[src/rtl/qdac_pkg.sv]
package qdac_pkg;

    typedef enum logic [1:0] {
        OP_RD_LIVE  = 2'b00,
        OP_WR_LIVE  = 2'b01,
        OP_SAVE_ONE = 2'b10,
        OP_SAVE_ALL = 2'b11
    } op_e;

    typedef enum logic [1:0] {
        ST_IDLE = 2'd0,
        ST_CMD  = 2'd1,
        ST_ADDR = 2'd2,
        ST_DATA = 2'd3
    } st_e;

endpackage

[src/rtl/qdac_sync.sv]
module qdac_sync #(
    parameter int                WIDTH   = 3,
    parameter int                STAGES  = 2,
    parameter logic [WIDTH-1:0]  RST_VAL = '0
) (
    input  logic             clk,
    input  logic             rst_n,
    input  logic [WIDTH-1:0] d_i,
    output logic [WIDTH-1:0] q_o
);

    logic [STAGES-1:0][WIDTH-1:0] st_d, st_q;

    always_comb begin
        st_d[0] = d_i;
        for (int k = 1; k < STAGES; k++) begin
            st_d[k] = st_q[k-1];
        end
    end

    always_ff @(posedge clk) begin
        if (!rst_n) st_q <= {STAGES{RST_VAL}};
        else        st_q <= st_d;
    end

    assign q_o = st_q[STAGES-1];

endmodule

[src/rtl/qdac_frame_dec.sv]
module qdac_frame_dec import qdac_pkg::*; #(
    parameter  int NCH = 4,
    parameter  int W   = 8,
    localparam int AW  = (NCH > 1) ? $clog2(NCH) : 1
) (
    input  logic             clk,
    input  logic             rst_n,
    input  logic             sclk_rise,
    input  logic             sclk_fall,
    input  logic             sel_act,
    input  logic             din,
    input  logic             busy_i,
    input  logic [NCH*W-1:0] live_i,
    output logic [AW-1:0]    addr_o,
    output logic [W-1:0]     data_o,
    output logic             wr_live_o,
    output logic             save_one_o,
    output logic             save_all_o,
    output logic             sdo_o,
    output logic             sdo_en_o,
    output logic             in_data_o
);

    localparam int CW = $clog2(W + AW + 2);

    typedef struct packed {
        st_e           st;
        logic [CW-1:0] cnt;
        logic [1:0]    op;
        logic [AW-1:0] addr;
        logic [W-1:0]  din_sh;
        logic [W-1:0]  dout_sh;
        logic          arm;
        logic          oe;
        logic          ign;
        logic          wr;
        logic          s1;
        logic          sa;
    } dec_t;

    dec_t q, d;
    logic [AW:0]   addr_ext;
    logic [AW-1:0] addr_nxt;

    assign addr_ext = {q.addr, din};
    assign addr_nxt = addr_ext[AW-1:0];

    always_comb begin
        d    = q;
        d.wr = 1'b0;
        d.s1 = 1'b0;
        d.sa = 1'b0;
        if (!sel_act) begin
            // select released: abandon whatever was in flight
            d.st  = ST_IDLE;
            d.cnt = '0;
            d.arm = 1'b0;
            d.oe  = 1'b0;
        end else if (sclk_rise) begin
            case (q.st)
                ST_IDLE: begin
                    if (din) begin
                        d.st  = ST_CMD;
                        d.cnt = '0;
                    end
                end
                ST_CMD: begin
                    d.op = {q.op[0], din};
                    if (q.cnt == CW'(1)) begin
                        d.st  = ST_ADDR;
                        d.cnt = '0;
                    end else begin
                        d.cnt = q.cnt + 1'b1;
                    end
                end
                ST_ADDR: begin
                    d.addr = addr_nxt;
                    if (q.cnt == CW'(AW - 1)) begin
                        d.st  = ST_DATA;
                        d.cnt = '0;
                        d.ign = busy_i;
                        if (op_e'(q.op) == OP_RD_LIVE && !busy_i) begin
                            d.arm     = 1'b1;
                            d.dout_sh = live_i[int'(addr_nxt)*W +: W];
                        end
                    end else begin
                        d.cnt = q.cnt + 1'b1;
                    end
                end
                ST_DATA: begin
                    d.din_sh = {q.din_sh[W-2:0], din};
                    if (q.cnt == CW'(W - 1)) begin
                        d.st  = ST_IDLE;
                        d.cnt = '0;
                        d.arm = 1'b0;
                        d.oe  = 1'b0;
                        if (!q.ign) begin
                            case (op_e'(q.op))
                                OP_WR_LIVE:  d.wr = 1'b1;
                                OP_SAVE_ONE: d.s1 = 1'b1;
                                OP_SAVE_ALL: d.sa = 1'b1;
                                default:     ;
                            endcase
                        end
                    end else begin
                        d.cnt = q.cnt + 1'b1;
                    end
                end
                default: d.st = ST_IDLE;
            endcase
        end else if (sclk_fall) begin
            if (q.arm) begin
                d.arm = 1'b0;
                d.oe  = 1'b1;
            end else if (q.oe) begin
                d.dout_sh = {q.dout_sh[W-2:0], 1'b0};
            end
        end
    end

    always_ff @(posedge clk) begin
        if (!rst_n) q <= '0;
        else        q <= d;
    end

    assign addr_o     = q.addr;
    assign data_o     = q.din_sh;
    assign wr_live_o  = q.wr;
    assign save_one_o = q.s1;
    assign save_all_o = q.sa;
    assign sdo_o      = q.dout_sh[W-1];
    assign sdo_en_o   = q.oe;
    assign in_data_o  = (q.st == ST_DATA);

endmodule

[src/rtl/qdac_nv_store.sv]
module qdac_nv_store #(
    parameter  int           NCH       = 4,
    parameter  int           W         = 8,
    parameter  int           NV_CYCLES = 2000,
    parameter  logic [W-1:0] INIT_CODE = 8'h80,
    localparam int           AW        = (NCH > 1) ? $clog2(NCH) : 1,
    localparam int           TW        = $clog2(NV_CYCLES + 1)
) (
    input  logic             clk,
    input  logic             por_n,
    input  logic             save_one_i,
    input  logic             save_all_i,
    input  logic [AW-1:0]    sel_i,
    input  logic [NCH*W-1:0] live_i,
    output logic [NCH*W-1:0] shadow_o,
    output logic             busy_o
);

    typedef struct packed {
        logic [NCH*W-1:0] shadow;
        logic [NCH*W-1:0] pend;
        logic [NCH-1:0]   mask;
        logic [TW-1:0]    tmr;
    } nv_t;

    nv_t q, d;
    logic [NCH-1:0] sel_mask;
    logic [NCH-1:0] commit;

    assign sel_mask = NCH'(1) << sel_i;

    genvar c;
    generate
        for (c = 0; c < NCH; c++) begin : g_commit
            assign commit[c] = q.mask[c] && (q.tmr == TW'(1));
        end
    endgenerate

    always_comb begin
        d = q;
        if (q.tmr != '0) begin
            d.tmr = q.tmr - 1'b1;
            for (int k = 0; k < NCH; k++) begin
                if (commit[k]) d.shadow[k*W +: W] = q.pend[k*W +: W];
            end
        end else if (save_one_i || save_all_i) begin
            d.pend = live_i;
            d.mask = save_all_i ? {NCH{1'b1}} : sel_mask;
            d.tmr  = TW'(NV_CYCLES);
        end
    end

    always_ff @(posedge clk) begin
        if (!por_n) begin
            q.shadow <= {NCH{INIT_CODE}};
            q.pend   <= '0;
            q.mask   <= '0;
            q.tmr    <= '0;
        end else begin
            q <= d;
        end
    end

    assign shadow_o = q.shadow;
    assign busy_o   = (q.tmr != '0);

endmodule

[src/rtl/qdac_serial_front.sv]
module qdac_serial_front import qdac_pkg::*; #(
    parameter int           NCH             = 4,
    parameter int           W               = 8,
    parameter int           NV_WRITE_CYCLES = 2000,
    parameter logic [W-1:0] INIT_CODE       = 8'h80,
    parameter int           SYNC_STAGES     = 2
) (
    input  logic             clk,
    input  logic             rst_n,
    input  logic             por_n,
    input  logic             sclk_i,
    input  logic             cs_n_i,
    input  logic             sdi_i,
    input  logic             mute_i,
    output logic             sdo_o,
    output logic             sdo_en_o,
    output logic             rdy_pull_o,
    output logic [NCH*W-1:0] codes_o
);

    localparam int AW = (NCH > 1) ? $clog2(NCH) : 1;

    typedef struct packed {
        logic [NCH*W-1:0] live;
        logic             sclk_prev;
    } top_t;

    top_t top_q, top_d;

    logic [2:0]       pins_s;
    logic             cs_n_s, sclk_s, sdi_s;
    logic             sclk_rise, sclk_fall;
    logic [AW-1:0]    dec_addr;
    logic [W-1:0]     dec_data;
    logic             wr_stb, save_one, save_all, dec_in_data;
    logic [NCH*W-1:0] shadow_flat;
    logic [NCH*W-1:0] live_flat;

    qdac_sync #(
        .WIDTH   (3),
        .STAGES  (SYNC_STAGES),
        .RST_VAL (3'b100)
    ) u_sync (
        .clk   (clk),
        .rst_n (rst_n),
        .d_i   ({cs_n_i, sclk_i, sdi_i}),
        .q_o   (pins_s)
    );

    assign cs_n_s    = pins_s[2];
    assign sclk_s    = pins_s[1];
    assign sdi_s     = pins_s[0];
    assign sclk_rise = sclk_s & ~top_q.sclk_prev;
    assign sclk_fall = ~sclk_s & top_q.sclk_prev;
    assign live_flat = top_q.live;

    qdac_frame_dec #(
        .NCH (NCH),
        .W   (W)
    ) u_dec (
        .clk        (clk),
        .rst_n      (rst_n),
        .sclk_rise  (sclk_rise),
        .sclk_fall  (sclk_fall),
        .sel_act    (~cs_n_s),
        .din        (sdi_s),
        .busy_i     (rdy_pull_o),
        .live_i     (top_q.live),
        .addr_o     (dec_addr),
        .data_o     (dec_data),
        .wr_live_o  (wr_stb),
        .save_one_o (save_one),
        .save_all_o (save_all),
        .sdo_o      (sdo_o),
        .sdo_en_o   (sdo_en_o),
        .in_data_o  (dec_in_data)
    );

    qdac_nv_store #(
        .NCH       (NCH),
        .W         (W),
        .NV_CYCLES (NV_WRITE_CYCLES),
        .INIT_CODE (INIT_CODE)
    ) u_nv (
        .clk        (clk),
        .por_n      (por_n),
        .save_one_i (save_one),
        .save_all_i (save_all),
        .sel_i      (dec_addr),
        .live_i     (top_q.live),
        .shadow_o   (shadow_flat),
        .busy_o     (rdy_pull_o)
    );

    always_comb begin
        top_d           = top_q;
        top_d.sclk_prev = sclk_s;
        if (wr_stb) top_d.live[int'(dec_addr)*W +: W] = dec_data;
    end

    always_ff @(posedge clk) begin
        if (!rst_n) begin
            top_q.live      <= shadow_flat;
            top_q.sclk_prev <= 1'b0;
        end else begin
            top_q <= top_d;
        end
    end

    genvar c;
    generate
        for (c = 0; c < NCH; c++) begin : g_out
            assign codes_o[c*W +: W] = mute_i ? '0 : top_q.live[c*W +: W];
        end
    endgenerate

endmodule

[config.mk]
export PLATFORM = sky130hd
export DESIGN_NAME = qdac_serial_front
export DESIGN_NICKNAME = d
export VERILOG_FILES = /design/src/rtl/qdac_pkg.sv /design/src/rtl/qdac_sync.sv /design/src/rtl/qdac_frame_dec.sv /design/src/rtl/qdac_nv_store.sv /design/src/rtl/qdac_serial_front.sv
export SDC_FILE = /design/constraint.sdc
export NUM_CORES = 1
export LEC_CHECK = 0
export ABC_AREA = 1
export ABC_CLOCK_PERIOD_IN_PS = 3450
export BUFFER_PORTS_ARGS = -buffer_cell sky130_fd_sc_hd__clkbuf_2
export CAP_MARGIN = 20
export CORE_MARGIN = 4
export CORE_UTILIZATION = 65
export CTS_CLUSTER_DIAMETER = 30
export DETAILED_ROUTE_END_ITERATION = 6
export PLACE_DENSITY = 0.91
export SYNTH_ARGS = -nofsm -noshare
export SYNTH_HDL_FRONTEND = slang
export SYNTH_HIERARCHICAL = 1
export SYNTH_SLANG_ARGS = --single-unit
export TNS_END_PERCENT = 20
[constraint.sdc]
create_clock -name clk -period 3.45 [get_ports clk]
set_clock_uncertainty 0.05 [all_clocks]
set_input_delay 0.69 -clock clk [delete_from_list [all_inputs] [get_ports clk]]
set_output_delay 0.69 -clock clk [all_outputs]
set_load 0.1 [all_outputs]
* After elaboration in Yosys (flattened, before gate mapping)
Index checks and enable logic that the tools add are counted.
Word-level totals: register bits after elaboration 150, input port bits 7
Cells by class: add/subtract/negate cells 3, equality and inequality tests 24, shifts and indexed selects 4, multiplexer cells 30, bitwise operators 10, reductions and logical operators 30
Operators by type and width (count):
- $mux W8 | 7
- $mux W33 | 1
- $neg A5 Y33 | 1
- $shift A8 B33 Y32 const A | 1
- $shiftx A8 B33 Y32 | 1
- $bwmux W32 | 1
- $mux W32 | 1
- $shiftx A32 B6 Y8 | 1
- $pmux W6 S4 | 1
- $mux W11 | 2
- $mux W10 | 2
- $mux W9 | 2
- $ne A2 B1 Y1 const B | 9
- $mux W4 | 3
- $reduce_and A2 Y1 | 6
- $eq A11 B1 Y1 const B | 1
- $reduce_bool A11 Y1 | 1
- $sub A11 B1 Y11 const B | 1
- $reduce_and A5 Y1 | 2
- $ne A3 B2 Y1 const B | 3
- $reduce_and A3 Y1 | 3
- $eq A2 B2 Y1 const B | 4
- $not A1 Y1 | 8
- $reduce_and A4 Y1 | 2
- 20 further kinds | 37

* Longest topological paths before layout
depth after elaboration 7, mapped depth 13

* Cells and area by module
The synthesis kept the hierarchy.
By module, submodules not included:
- qdac_nv_store | times used 1, cells each 576, area each 3757.4 µm²
- qdac_serial_front | times used 1, cells each 283, area each 2102.0 µm²
- qdac_frame_dec | times used 1, cells each 299, area each 1955.6 µm²
- qdac_sync | times used 1, cells each 18, area each 165.2 µm²

* Least setup slack after synthesis
OpenSTA, ideal clock, no wires.
kind input to output, start input mute_i, end output codes_o[0], data arrival time 2115 ps, data required time 2710 ps, slack 595 ps, stages 2, path buffers 1, cell sequence buf_2 > nor2_1
Between the ends: cells in the longest elaborated chain, start to end 1
Ends and longest elaborated chain:
- start: declaration | RTL line qdac_serial_front.sv:14 | input logic mute_i,
- $mux W8 | RTL line qdac_serial_front.sv:113 | assign codes_o[c*W +: W] = mute_i ? '0 : top_q.live[c*W +: W];
- end: declaration | RTL line qdac_serial_front.sv:18 | output logic [NCH*W-1:0] codes_o
No other way between the ends.

* Worst setup path after layout
start register u_nv/q[0] (netlist bit), end output rdy_pull_o
Between the ends: cells in the longest elaborated chain, start to end 1
Ends and longest elaborated chain:
- start: declaration | RTL line qdac_nv_store.sv:26 | nv_t q, d;
- $reduce_bool A11 Y1 | RTL line qdac_nv_store.sv:65 | assign busy_o = (q.tmr != '0);
- end: declaration | RTL line qdac_serial_front.sv:17 | output logic rdy_pull_o,
No other way between the ends.

==> results.md <==
* Critical path's slowest cell: clkbuf_2
* Share of flip-flops with an asynchronous set or reset at 0%
* I/O Pins at 42
* Die ar. at 14100 sq um
* Max Slew Vio Count at 0
* First-pass GRT wire length at 28700 um
* Worst hold stages at 2
* CORE AREA at 12000 sq um
* Area leader, netlist: dfxtp_1
* Reg2reg setup slack at 1230 ps
* Overflow left after global routing at 0
* Endpoints failing hold at 0
* Clock Sinks at 150
* Routed WL at 17600 um
* Tcrit/Tclk final at 83.4%
* Commonest cells post-synth: nand2_1 (302), nor2_1 (272), inv_1 (161)
* Setup_tns at 0 ps
* Status: finished clean
* CTS tree: done
* Worst Tran Pin Value at 766 ps
* Initial antenna violation count at 0
* IO buf count at 41
* Pre-antenna DRT Iters at 5
* Cell mode on critical path: inv_1
* Row count at 40
* Routability cong. at 0.934
* RR Endpoint: u_dec/q[8]
* Syn_area_per_cell at 6.79 sq um
* PostCTS Resize Cnt at 0
* RSZ-0062 raised after global routing: no
* DRC viols at 0
* CTS buffer count at 17
* Clk buf depth at 2
* Worst-path clk slew at 60 ps
* Clk_lat worst skew at 420 ps
* Pwr dens at 546 nW/um^2
* FILL cells at 941
* Nets at 1180
* Root Buffer: clkbuf_16
* Worst hold start: u_sync/st_d[3]
* Dominant cells by area after synthesis: dfxtp_1 (30%), nand2_1 (14%), nor2_1 (13%), edfxtp_1 (12%), inv_1 (7.6%)
* Sequential fraction of the synthesis area at 41.6%
* Mapped Area at 7980 sq um
* Synth cell types at 36
* Largest net degree at the start of global routing at 73
* Placed cell area at 7840 sq um
* Cell area after layout at 8430 sq um
* Setup crit end kind: primary output
* Critical Path RT at 2710 ps
* CP peak stage delay at 380 ps
* Worst-case reg-to-reg path depth at 13
* Die Wd at 119 um
* Hpwl dp at 11700 um
* Relative slew slack at 48.9%
* CTS Hold Bufs at 0
* Setup bufs post-CTS at 0
* # diodes at 0
* Static Leakage at 4.35 nW
* Vias per cell at 5.19
* Hold Path Class: flip-flop to flip-flop
* Vias in the first global route at 6090
* Max_cap viols at 0
* Mean routed wirelength per cell at 13.4 um
* Syn Nets at 1197
* Pwr Total at 4.60 mW
* Worst vdd ir at 0.340 mV
* Synth top area share at 29.6%
* Share of layout cells above drive strength 1 at 10.3%
* CP arrival at 2140 ps
* Fin crit period at 2880 ps
* Vias at 6851
* Post-layout util at 70.2%
* Most frequent cell after synthesis: nand2_1
* Reg-to-reg critical path startpoint: u_nv/q[0]
* Critical path type: flip-flop to primary output
* CP cell instances: inv_1 -> ha_1 -> inv_1 -> nor2_1 -> nand2_1 -> buf_4 -> clkbuf_2
* Hold endpoint: u_sync/q_o[0]
* Synthesis-to-layout area growth at 5.61%
* FMAX at 0.347 GHz
* Initial core utilization at 66.4%
* Synthesized flop and latch total at 150
* Post-synth EDFFs at 32
* Synth Flop Type: dfxtp_1
* H-tree depth at 4
* Setup violations, final at 0
* CP Launch Type: flip-flop
* Tot GR Track Use at 25.3%
* 1st-iter DRT viols at 746
* Die H at 119 um
* Ys Warns at 6
* Antenna Violating Nets Remaining at 0
* Syn Inst Count at 1176
* Max FO, Critical Path at 13
where the power goes:
| group | switching [mW] | internal, mW |
|---|---|---|
| Clock | 0.694 | 1.12 |
| Combinational | 0.625 | 0.229 |
| Sequential | 0.0711 | 1.86 |
| Total | 1.39 | 3.21 |
metrics by stage:
step / cells / hold slack (ps) / setup WS, ps
detailed placement: 1286 / 343 / 831
global placement: 1286 / 337 / 903
CTS: 1318 / 357 / 550
finish: 1319 / 366 / 572
global route: 1319 / 382 / 417
floorplan: 1176 / 330 / 595
logic make-up (layout without fill, tap and decap cells):
| family | count (synthesis) | count (layout) | share of synthesized area [%] |
|---|---|---|---|
| adders and majority gates | 14 | 14 | 2.20 |
| DFF | 150 | 150 | 41.6 |
| buffers and inverters | 263 | 259 | 15.8 |
| xor gates and xnor gates | 1 | 1 | 0.110 |
| AOI/OAI and AO/OA | 87 | 87 | 5.75 |
| and+or+nand+nor | 661 | 661 | 34.5 |
sequential cells by signal, summed over array words and instances, names as in the netlist:
register and count:
u_dec/addr_o 2, u_dec/sdo_en_o 1, u_dec/data_o 8, u_dec/wr_live_o 1, u_dec/sdo_o 1, u_dec/q 17, u_sync/st_d 3, u_nv/shadow_o 32
u_dec/save_one_o 1, u_dec/save_all_o 1, u_nv/q 47, u_sync/q_o 3, live_flat 32, top_q 1
worst max-delay path, delay by kind of cell, from the launching register on:
kind | cells | cell delay, ps
adders and majority gates | 1 | 250
buffers and inverters | 4 | 760
DFF | 1 | 350
and+or+nand+nor | 2 | 350
area by class of cell:
type                            count  area (sq um)  area share [%]
Clock buffer                       25           485            5.76
Sequential cell                   150          3320            39.4
Clock inverter                      7          95.1            1.13
Multi-Input combinational cell    763          3390            40.3
Tap cell                          147           184            2.18
Timing Repair Buffer               49           265            3.15
Inverter                          178           682            8.09
per-layer routing:
layer / GRT usage (%) / wire length, um / up-vias
li1: - / - / 3468
met1: 32.6 / 7600 / 3053
met2: 40.5 / 8130 / 284
met3: 6.12 / 1370 / 46
met4: 10.7 / 530 / 0
met5: 0 / 0 / -
layout by cell type, fill, tap and decap left out, types with 2 or more instances in the layout:
cell        instances
clkbuf_16          17
clkinv_1            2
a21oi_1            23
bufinv_16           2
dfxtp_1           118
inv_1             161
o21ai_1            31
edfxtp_1           32
nor2_2              6
clkbuf_2           41
nand2_4             2
clkbuf_8            3
nor3_2              3
nand3b_1            9
clkbuf_1            5
inv_2              14
nand2_2             4
o211ai_1            4
clkinvlp_4          4
buf_4               7
ha_1               14
nand3_1            45
nor2_4              5
nor2_1            272
o21ai_0            27
nand2_1           302
nand3_2             6
worst max path at each step:
stage                     slack, ps  startpoint           to  cells past startpoint
final                           570   u_nv/q[0]   rdy_pull_o                      7
after detailed placement        830      mute_i  codes_o[14]                      3
after global routing            420   u_nv/q[0]   rdy_pull_o                      7
after CTS                       550   u_nv/q[0]   rdy_pull_o                      7
after global placement          900      mute_i  codes_o[12]                      3
after floorplan                 590      mute_i   codes_o[0]                      2
Power figures use the tool's default switching activity.
